$ cat src/rtl/burst_pulse_gen.sv
module burst_pulse_gen #(
  parameter int CNT_W = 3
) (
  input  logic             clk,
  input  logic             rst_por,
  input  logic             trig_in,
  output logic             pulse_out,
  output logic [3:0]       state_o,
  output logic [CNT_W-1:0] pulse_cnt_o,
  output logic             cnt_zero_o
);

  logic armed_q, pulsing_q, spacing_q, idle_q;
  logic [CNT_W-1:0] cnt_q;
  logic cnt_zero;

  assign cnt_zero = (cnt_q == '0);

  always_ff @(posedge clk or posedge rst_por) begin
    if (rst_por) begin
      armed_q   <= 1'b0;
      pulsing_q <= 1'b0;
      spacing_q <= 1'b0;
      idle_q    <= 1'b1;
    end else begin
      armed_q   <= (idle_q | armed_q) & trig_in;
      pulsing_q <= (armed_q & ~trig_in) | (spacing_q & ~cnt_zero);
      spacing_q <= pulsing_q;
      idle_q    <= (spacing_q & cnt_zero) | (idle_q & ~trig_in);
    end
  end

  always_ff @(posedge clk or posedge rst_por) begin
    if (rst_por)        cnt_q <= '0;
    else if (pulsing_q) cnt_q <= cnt_q + 1'b1;
  end

  assign pulse_out   = pulsing_q;
  assign state_o     = {idle_q, spacing_q, pulsing_q, armed_q};
  assign pulse_cnt_o = cnt_q;
  assign cnt_zero_o  = cnt_zero;

  AST_ONE_HOT: assert property (@(posedge clk) disable iff (rst_por) $countones(state_o) == 1);
  AST_IDLE_ARM: assert property (@(posedge clk) disable iff (rst_por) idle_q && trig_in |=> armed_q);
  AST_IDLE_HOLD: assert property (@(posedge clk) disable iff (rst_por) idle_q && !trig_in |=> idle_q);
  AST_ARM_FIRE: assert property (@(posedge clk) disable iff (rst_por) armed_q && !trig_in |=> pulsing_q);
  AST_PULSE_SPACE: assert property (@(posedge clk) disable iff (rst_por) pulsing_q |=> spacing_q);
  AST_CNT_STEP: assert property (@(posedge clk) disable iff (rst_por) pulsing_q |=> cnt_q == CNT_W'($past(cnt_q) + 1'b1));
  AST_CNT_HOLD: assert property (@(posedge clk) disable iff (rst_por) !pulsing_q |=> $stable(cnt_q));
  AST_SPACE_LOOP: assert property (@(posedge clk) disable iff (rst_por) spacing_q && !cnt_zero |=> pulsing_q);
  AST_SPACE_END: assert property (@(posedge clk) disable iff (rst_por) spacing_q && cnt_zero |=> idle_q);
  AST_PULSE_NARROW: assert property (@(posedge clk) disable iff (rst_por) pulse_out |=> !pulse_out);
  AST_IDLE_ZERO: assert property (@(posedge clk) disable iff (rst_por) (idle_q || armed_q) |-> cnt_zero_o);

endmodule

$ cat config.mk
export PLATFORM = sky130hd
export DESIGN_NAME = burst_pulse_gen
export DESIGN_NICKNAME = d
export VERILOG_FILES = /design/src/rtl/burst_pulse_gen.sv
export SDC_FILE = /design/constraint.sdc
export NUM_CORES = 1
export LEC_CHECK = 0
export ABC_AREA = 1
export BUFFER_PORTS_ARGS = -buffer_cell sky130_fd_sc_hd__buf_2
export CAP_MARGIN = 20
export CELL_PAD_IN_SITES_DETAIL_PLACEMENT = 0
export CELL_PAD_IN_SITES_GLOBAL_PLACEMENT = 1
export CORE_AREA = 2 2 39 41
export CTS_BUF_LIST = sky130_fd_sc_hd__clkbuf_2 sky130_fd_sc_hd__clkbuf_4 sky130_fd_sc_hd__clkbuf_8
export CTS_CLUSTER_DIAMETER = 200
export DETAILED_ROUTE_END_ITERATION = 10
export DIE_AREA = 0 0 41 43
export PLACE_DENSITY_LB_ADDON = 0.05
export SETUP_SLACK_MARGIN = 0.3
export SYNTH_ARGS = -nofsm -noshare
export SYNTH_HDL_FRONTEND = slang
export SYNTH_SLANG_ARGS = --single-unit
$ cat constraint.sdc
create_clock -name clk -period 1 [get_ports clk]
set_input_delay 0.15 -clock clk [delete_from_list [all_inputs] [get_ports clk]]
set_output_delay 0.15 -clock clk [all_outputs]
set_load 0.05 [all_outputs]
==> impl_metrics.ini, run 1 <==
[global_route]
grt_usage_pct = 10.6
grt_max_degree = 8
busiest_layer = met2
antenna_found_initial = 0
globalRouteMet3Util_pct = 4.71
grt_pass1_vias = 294
grt_pass1_wl_mm = 1.17
met2_usage_pct = 15.3
met1_usage_pct = 11.4
overflow = 0

[drt]
post_drt_wl_per_cell_um = 9.61
wirelength_um = 711
dr.pass1.iters = 2
ant_nets = 0
drtIter0Drc = 1
via_per_inst = 3.88
drcViolationCount = 0
vias = 287

[placed_design]
numPortBuffers = 11
dp_slack_ns = -0.105
gp_congestion = 0.671
dpl_cell_area_um2 = 430
dp_hpwl_um = 496
place_inst = 63

[layout]
area_growth_pct = 91.2
nets = 64
stdcell_area_um2 = 624
antenna_cells = 0
drive_gt1_share_pct = 65.5
fin_cells = 74
fillers = 144

[timing]
hold_viol = 0
slew_violations = 0
grt_setup_unrepaired = true
finalSetupViolations = 6
finalHoldWorstSlack_ns = 0.135
relSlewSlack_pct = 89.1
fin_crit_sh_pct = 128
timing.fmax_mhz = 782
fin_skew_ns = 0.00181
period_needed_ns = 1.28
worst_slack_ns = -0.278
worstMarginPinSlew_ns = 0.163

[setup_path]
critical_path.max_stage_delay_ns = 0.41
path_cells = inv_2 -> ha_4 -> nand2_4 -> clkinvlp_4 -> buf_8
cp_top_family = flip-flops
crit_required_ns = 0.85
crit_buf_inv = 3
reg2reg_from = pulse_cnt_o[1]$_DFFE_PP0P_
end_kind = output port
reg2reg_depth = 7
worstReg2RegEnd = pulse_cnt_o[2]$_DFFE_PP0P_
reg2reg_slack_ns = -0.09
crit_slowest_cell = dfrtp_2
arrival_ns = 1.13
crit_fanout = 2
crit_type = flip-flop to output port
cp-start-kind = flip-flop

[synthesis]
netlist_instances = 36
yosysUniqueCellTypes = 10
yosys_register_bits = 7
yosys-top-cells-area = dfrtp_1 (46%), nand2_1 (11%), buf_4 (9.2%), dfstp_2 (8.0%), inv_1 (8.0%)
syn_area_per_cell_um2 = 9.07
synth_area_um2 = 327
synth_fp_nets = 41
yosysSeqAreaShare_pct = 54.0
yosys.area.top_type = dfrtp_1
yosysWarnings = 0
yosysTopAreaCellShare_pct = 46.0

[floorplan]
rows = 14
die_x_um = 41
coreArea_um2 = 1380
boundaryPins = 12
chipHeight_um = 43
start_util_pct = 23.6
dieArea_um2 = 1760

[hold_path]
holdPathStages = 4
hold_end = idle_q$_DFF_PP1_
min_path_type = input port to flip-flop
hp-start = trig_in

[clock_tree]
clock_sinks = 7
h-tree-depth = 1
tritoncts = built
root_buffer = clkbuf_4
cts_buffers = 3
clock_path_buffers = 2
path_clk_slew_ns = 0.06
clock_latency_ns = 0.25

[run]
maxCapViolCount = 0

[outcome]
outcome = finished with violations
violations = negative setup slack
[layout by cell type (no fill, tap or decap), drive strengths merged]
cell         count
clkbuf           4
dlygate4sd3      1
buf             21
ha               2
dfstp            1
nor2             2
xor2             1
inv              5
clkinvlp         2
o21ai            1
dfrtp            6
nand3            2
nand2           10
[layer usage]
metal  vias up  wire (um)
li1        146          -
met1       129        279
met2        10        364
met3         2         53
met4         0         13
met5         -          0
[sequential cells by signal (all words and copies together), names as in the netlist]
register,flops
armed_q,1
idle_q,1
pulse_cnt_o,3
pulse_out,1
spacing_q,1
[stage by stage]
step / TNS, ns / util (%)
6_report: -0.864 / 45.1
5_1_grt: -1.16 / 45.1
4_1_cts: -0.909 / 42.8
3_5_place_dp: -0.155 / 31.1
3_3_place_gp: -0.144 / 31.1
2_1_floorplan: -0.356 / -
[how the worst max path moves through the flow]
| stage | from | to | slack (ns) | depth (start not counted) |
|---|---|---|---|---|
| 3_3_place_gp | pulse_cnt_o[1]$_DFFE_PP0P_ | cnt_zero_o | -0.10 | 5 |
| 2_1_floorplan | pulse_cnt_o[0]$_DFFE_PP0P_ | cnt_zero_o | -0.21 | 4 |
| 5_1_grt | pulse_cnt_o[1]$_DFFE_PP0P_ | cnt_zero_o | -0.33 | 5 |
| 4_1_cts | pulse_cnt_o[1]$_DFFE_PP0P_ | cnt_zero_o | -0.28 | 5 |
| 3_5_place_dp | pulse_cnt_o[1]$_DFFE_PP0P_ | cnt_zero_o | -0.10 | 5 |
| 6_report | pulse_cnt_o[1]$_DFFE_PP0P_ | cnt_zero_o | -0.28 | 5 |
[cell families after synthesis]
| logic type | synth area share (%) |
|---|---|
| XOR/XNOR | 2.68 |
| buffers and inverters | 17.2 |
| flip-flops | 54.0 |
| AND/OR/NAND/NOR | 16.9 |
| AO/OA/AOI/OAI | 1.53 |
| adder cells (fa/ha/maj) | 7.66 |
[cells in the mapped netlist]
master	n
buf_4	4
dfrtp_1	6
dfstp_2	1
ha_1	2
inv_1	7
nand2_1	10
nand3_1	2
nor2_1	2
o21ai_0	1
xor2_1	1
[worst reg2reg max path, cell delays in order, from the launching register on]
cell	delay [ns]
dfrtp_2	0.41
buf_4	0.14
buf_6	0.11
ha_4	0.15
nand2_1	0.06
nand2_1	0.04
nand2_1	0.05
inv_1	0.03
[final cells by class]
class | count | area, um^2 | share of cell area [%]
sequential | 7 | 181 | 29.1
timing repair buffer | 22 | 230 | 36.9
multi-input combinational | 18 | 129 | 20.6
inverter | 7 | 33.8 | 5.41
tap | 16 | 20.0 | 3.21
clock buffer | 4 | 30.0 | 4.81
[repair_timing]
item                                    in CTS  in global routing
buffers inserted                             4                  2
hold buffers                                 1                  0
pin swaps                                    2                  0
resized for setup                           26                  6
endpoints found under the setup margin      15                 16
endpoints found under the hold margin        6                  0
cloned                                       0                  0
Power of run 1 is left out: the tool's default activity adds up to more than one toggle a clock period on the data nets, which glitch-free logic cannot reach.
==> run 2: changes to the inputs <==
--- a/config.mk
+++ b/config.mk
@@ -8,7 +8,7 @@
 export ABC_AREA = 1
 export BUFFER_PORTS_ARGS = -buffer_cell sky130_fd_sc_hd__buf_2
 export CAP_MARGIN = 20
-export CELL_PAD_IN_SITES_DETAIL_PLACEMENT = 0
+export CELL_PAD_IN_SITES_DETAIL_PLACEMENT = 1
 export CELL_PAD_IN_SITES_GLOBAL_PLACEMENT = 1
 export CORE_AREA = 2 2 39 41
 export CTS_BUF_LIST = sky130_fd_sc_hd__clkbuf_2 sky130_fd_sc_hd__clkbuf_4 sky130_fd_sc_hd__clkbuf_8
==> impl_metrics.ini, run 2 (same netlist as run 1, synthesis figures left out) <==
[setup_path]
end_kind = output port
crit_required_ns = 0.85
reg2reg_from = pulse_cnt_o[1]$_DFFE_PP0P_
arrival_ns = 1.12
reg2reg_depth = 7
crit_type = flip-flop to output port
cp-start-kind = flip-flop
crit_fanout = 2
reg2reg_slack_ns = -0.13
worstReg2RegEnd = pulse_out$_DFF_PP0_

[floorplan]
die_x_um = 41
rows = 14
chipHeight_um = 43
start_util_pct = 23.6
coreArea_um2 = 1380
dieArea_um2 = 1760
boundaryPins = 12

[layout]
drive_gt1_share_pct = 74.6
nets = 69
fillers = 157
layout.cells.most_common_list = buf_4 (11), buf_6 (9), nand2_1 (5)
area_growth_pct = 106
largest_reg_flops = 3
antenna_cells = 0
layout_commonest_cell = buf_4

[global_route]
antenna_found_initial = 0
grt_max_degree = 8
grt_pass1_wl_mm = 1.34
grt_pass1_vias = 328
grt_usage_pct = 11.9
overflow = 0

[clock_tree]
cts_buffers = 3
root_buffer = clkbuf_4
clock_path_buffers = 2
tritoncts = built
h-tree-depth = 1
path_clk_slew_ns = 0.05
clock_latency_ns = 0.25
clock_sinks = 7

[timing]
timing.fmax_mhz = 784
fin_tns_setup_ns = -0.972
hold_viol = 0
fin_crit_sh_pct = 127
period_needed_ns = 1.27
relSlewSlack_pct = 88.7
finalSetupViolations = 7
grt_setup_unrepaired = true
fin_skew_ns = 0.00466
worst_slack_ns = -0.275
slew_violations = 0
worstMarginPinSlew_ns = 0.169

[hold_path]
holdPathStages = 4
min_path_type = input port to flip-flop
hp-start = trig_in
hold_end = idle_q$_DFF_PP1_

[placed_design]
gp_congestion = 0.671
numPortBuffers = 11
dp_hpwl_um = 564

[drt]
wirelength_um = 884
drcViolationCount = 0
wl_met2_um = 513
met1Wirelength_um = 329
wl_met3_um = 40
top_layer_used = met3
vias = 318
dr.pass1.iters = 2
via_per_inst = 4.03
ant_nets = 0
post_drt_wl_per_cell_um = 11.2
drtIter0Drc = 3

[outcome]
violations = negative setup slack
outcome = finished with violations

[run]
maxCapViolCount = 0
## run 2: cell types whose count changed in the layout (fill, tap and decap cells not counted)
cell,change
nand2_1,-4
nor2_4,+1
buf_6,-1
nand2_2,+4
nor2_2,-1
buf_4,+6
## run 2: worst max-delay path by stage
stage               slack [ns]  cells after the start                  startpoint    endpoint
global route             -0.32                      5  pulse_cnt_o[1]$_DFFE_PP0P_  cnt_zero_o
floorplan                -0.21                      4  pulse_cnt_o[0]$_DFFE_PP0P_  cnt_zero_o
CTS                      -0.28                      5  pulse_cnt_o[0]$_DFFE_PP0P_  cnt_zero_o
finish                   -0.27                      5  pulse_cnt_o[1]$_DFFE_PP0P_  cnt_zero_o
global placement         -0.10                      5  pulse_cnt_o[1]$_DFFE_PP0P_  cnt_zero_o
detailed placement       -0.11                      5  pulse_cnt_o[1]$_DFFE_PP0P_  cnt_zero_o
## run 2: layer usage
| layer | GRT usage, % | vias up |
|---|---|---|
| li1 | - | 156 |
| met1 | 13.8 | 154 |
| met2 | 18.1 | 8 |
| met3 | 3.14 | 0 |
| met4 | 8.00 | 0 |
| met5 | 0 | - |
## run 2: through the flow
| stage | cell area [um^2] | hold WS, ns | instances | worst slack [ns] | utilization [%] |
|---|---|---|---|---|---|
| after floorplan | 374 | -0.0476 | 36 | -0.207 | - |
| after detailed placement | 430 | 0.0986 | 63 | -0.112 | 31.1 |
| after global placement | 430 | 0.0922 | 63 | -0.103 | 31.1 |
| after CTS | 619 | 0.121 | 75 | -0.280 | 44.8 |
| after global routing | 673 | 0.153 | 79 | -0.316 | 48.6 |
| final | 673 | 0.126 | 79 | -0.275 | 48.6 |
## run 2: final cells by class
class	count	area, um^2	share of cell area [%]
flip-flops and latches	7	181	27.0
inverters	7	33.8	5.02
repair buffers	27	264	39.2
clock buffers	4	30.0	4.46
multi-input cells	18	144	21.4
well taps	16	20.0	2.97
## run 2: timing repair
item | 4_1_cts | 5_1_grt
setup buffers | 7 | 4
setup endpoints to repair | 15 | 16
resized for setup | 29 | 7
hold endpoints to repair | 6 | 0
hold buffers | 1 | 0
pin swaps | 1 | 1
## run 2: critical path, cell delays in order (launching register included)
cell and delay [ns]:
dfrtp_2 0.41, inv_2 0.07, ha_4 0.14, nand2_4 0.05, clkinvlp_4 0.07, buf_8 0.13
Power of run 2 is left out for the same reason.
==> run 3: changes to the inputs <==
--- a/config.mk
+++ b/config.mk
@@ -17,6 +17,7 @@
 export DIE_AREA = 0 0 41 43
 export PLACE_DENSITY_LB_ADDON = 0.05
 export SETUP_SLACK_MARGIN = 0.3
+export SKIP_CTS_REPAIR_TIMING = 1
 export SYNTH_ARGS = -nofsm -noshare
 export SYNTH_HDL_FRONTEND = slang
 export SYNTH_SLANG_ARGS = --single-unit
==> impl_metrics.ini, run 3 (same netlist as run 1, synthesis figures left out) <==
[clock_tree]
root_buffer = clkbuf_4
clock_path_buffers = 2
clock_latency_ns = 0.25
cts_buffers = 3
clock_sinks = 7
path_clk_slew_ns = 0.06
tritoncts = built
h-tree-depth = 1

[run]
maxCapViolCount = 0

[timing]
worst_slack_ns = -0.270
fin_tns_setup_ns = -0.990
slew_violations = 0
period_needed_ns = 1.27
worstMarginPinSlew_ns = 0.283
grt_setup_unrepaired = true
fin_crit_sh_pct = 127
hold_viol = 0
timing.fmax_mhz = 787
fin_skew_ns = 0.00514
finalSetupViolations = 8
relSlewSlack_pct = 81.1

[setup_path]
arrival_ns = 1.12
crit_required_ns = 0.85
cp-start-kind = flip-flop
reg2reg_slack_ns = -0.11
crit_type = flip-flop to output port
end_kind = output port
crit_fanout = 2

[layout]
nets = 66
multi_input_area_um2 = 134
layout.cells.most_common_list = buf_4 (9), buf_6 (8), nand2_1 (7)
finish.utilization_pct = 45.8
largest_reg_flops = 3
drive_gt1_share_pct = 70.0
layout_commonest_cell = buf_4
area_growth_pct = 93.9
antenna_cells = 0
fillers = 158
seq_area_um2 = 181

[drt]
drcViolationCount = 0
drtIter0Drc = 3
wirelength_um = 840
ant_nets = 0
via_per_inst = 4.08
vias = 310
post_drt_wl_per_cell_um = 11.1
dr.pass1.iters = 2

[global_route]
grt_max_degree = 9
grt_pass1_vias = 268
overflow = 0
antenna_found_initial = 0
grt_pass1_wl_mm = 1.13
grt_usage_pct = 10.3

[floorplan]
coreArea_um2 = 1380
chipHeight_um = 43
rows = 14
die_x_um = 41
start_util_pct = 23.6
boundaryPins = 12
dieArea_um2 = 1760

[placed_design]
dp_hpwl_um = 564
gp_congestion = 0.671
numPortBuffers = 11

[outcome]
violations = negative setup slack
outcome = finished with violations

[hold_path]
min_path_type = input port to flip-flop
[run 3: cell count changes in the layout (fill, tap and decap cells not counted)]
cell        change
nand2_2         -2
buf_4           -2
clkinvlp_4      -1
nand2_1         +2
inv_2           +1
nor2_2          +1
nor2_4          -1
buf_6           -1
[run 3: worst paths after layout]
kind                                                 start                    endpoint  cells after the start
worst max-delay path            pulse_cnt_o[1]$_DFFE_PP0P_                  cnt_zero_o                      5
worst min-delay path                               trig_in            idle_q$_DFF_PP1_                      4
worst max register to register  pulse_cnt_o[1]$_DFFE_PP0P_  pulse_cnt_o[2]$_DFFE_PP0P_                      7
worst min register to register         spacing_q$_DFF_PP0_         pulse_out$_DFF_PP0_                      2
max in group asynchronous                          rst_por            idle_q$_DFF_PP1_                      3
min in group asynchronous                          rst_por           armed_q$_DFF_PP0_                      3
[run 3: final cells by class]
class                           count  area share, %
Sequential cell                     7           28.7
Inverter                            7           4.74
Clock buffer                        4           4.74
Multi-Input combinational cell     18           21.1
Timing Repair Buffer               24           37.5
Tap cell                           16           3.16
[run 3: through the flow]
step / setup slack, ns / cells / hold WS [ns] / cell area [um^2]
detailed placement: -0.112 / 63 / 0.0986 / 430
CTS: -0.393 / 67 / -0.173 / 460
global placement: -0.103 / 63 / 0.0922 / 430
finish: -0.270 / 76 / 0.127 / 633
floorplan: -0.207 / 36 / -0.0476 / 374
global route: -0.305 / 76 / 0.157 / 633
[run 3: metal layers]
metal	vias up	GRT usage [%]	share of wire, %
li1	152	-	-
met3	0	3.14	5.1
met2	8	15.6	56
met1	150	11.1	39
met5	-	0	0
met4	0	8.00	0
[run 3: worst max-delay path: stages (launching register included)]
cell        delay, ns
dfrtp_2          0.41
inv_2            0.08
ha_4             0.14
nand2_4          0.05
clkinvlp_4       0.06
buf_8            0.13
Power of run 3 is left out for the same reason.
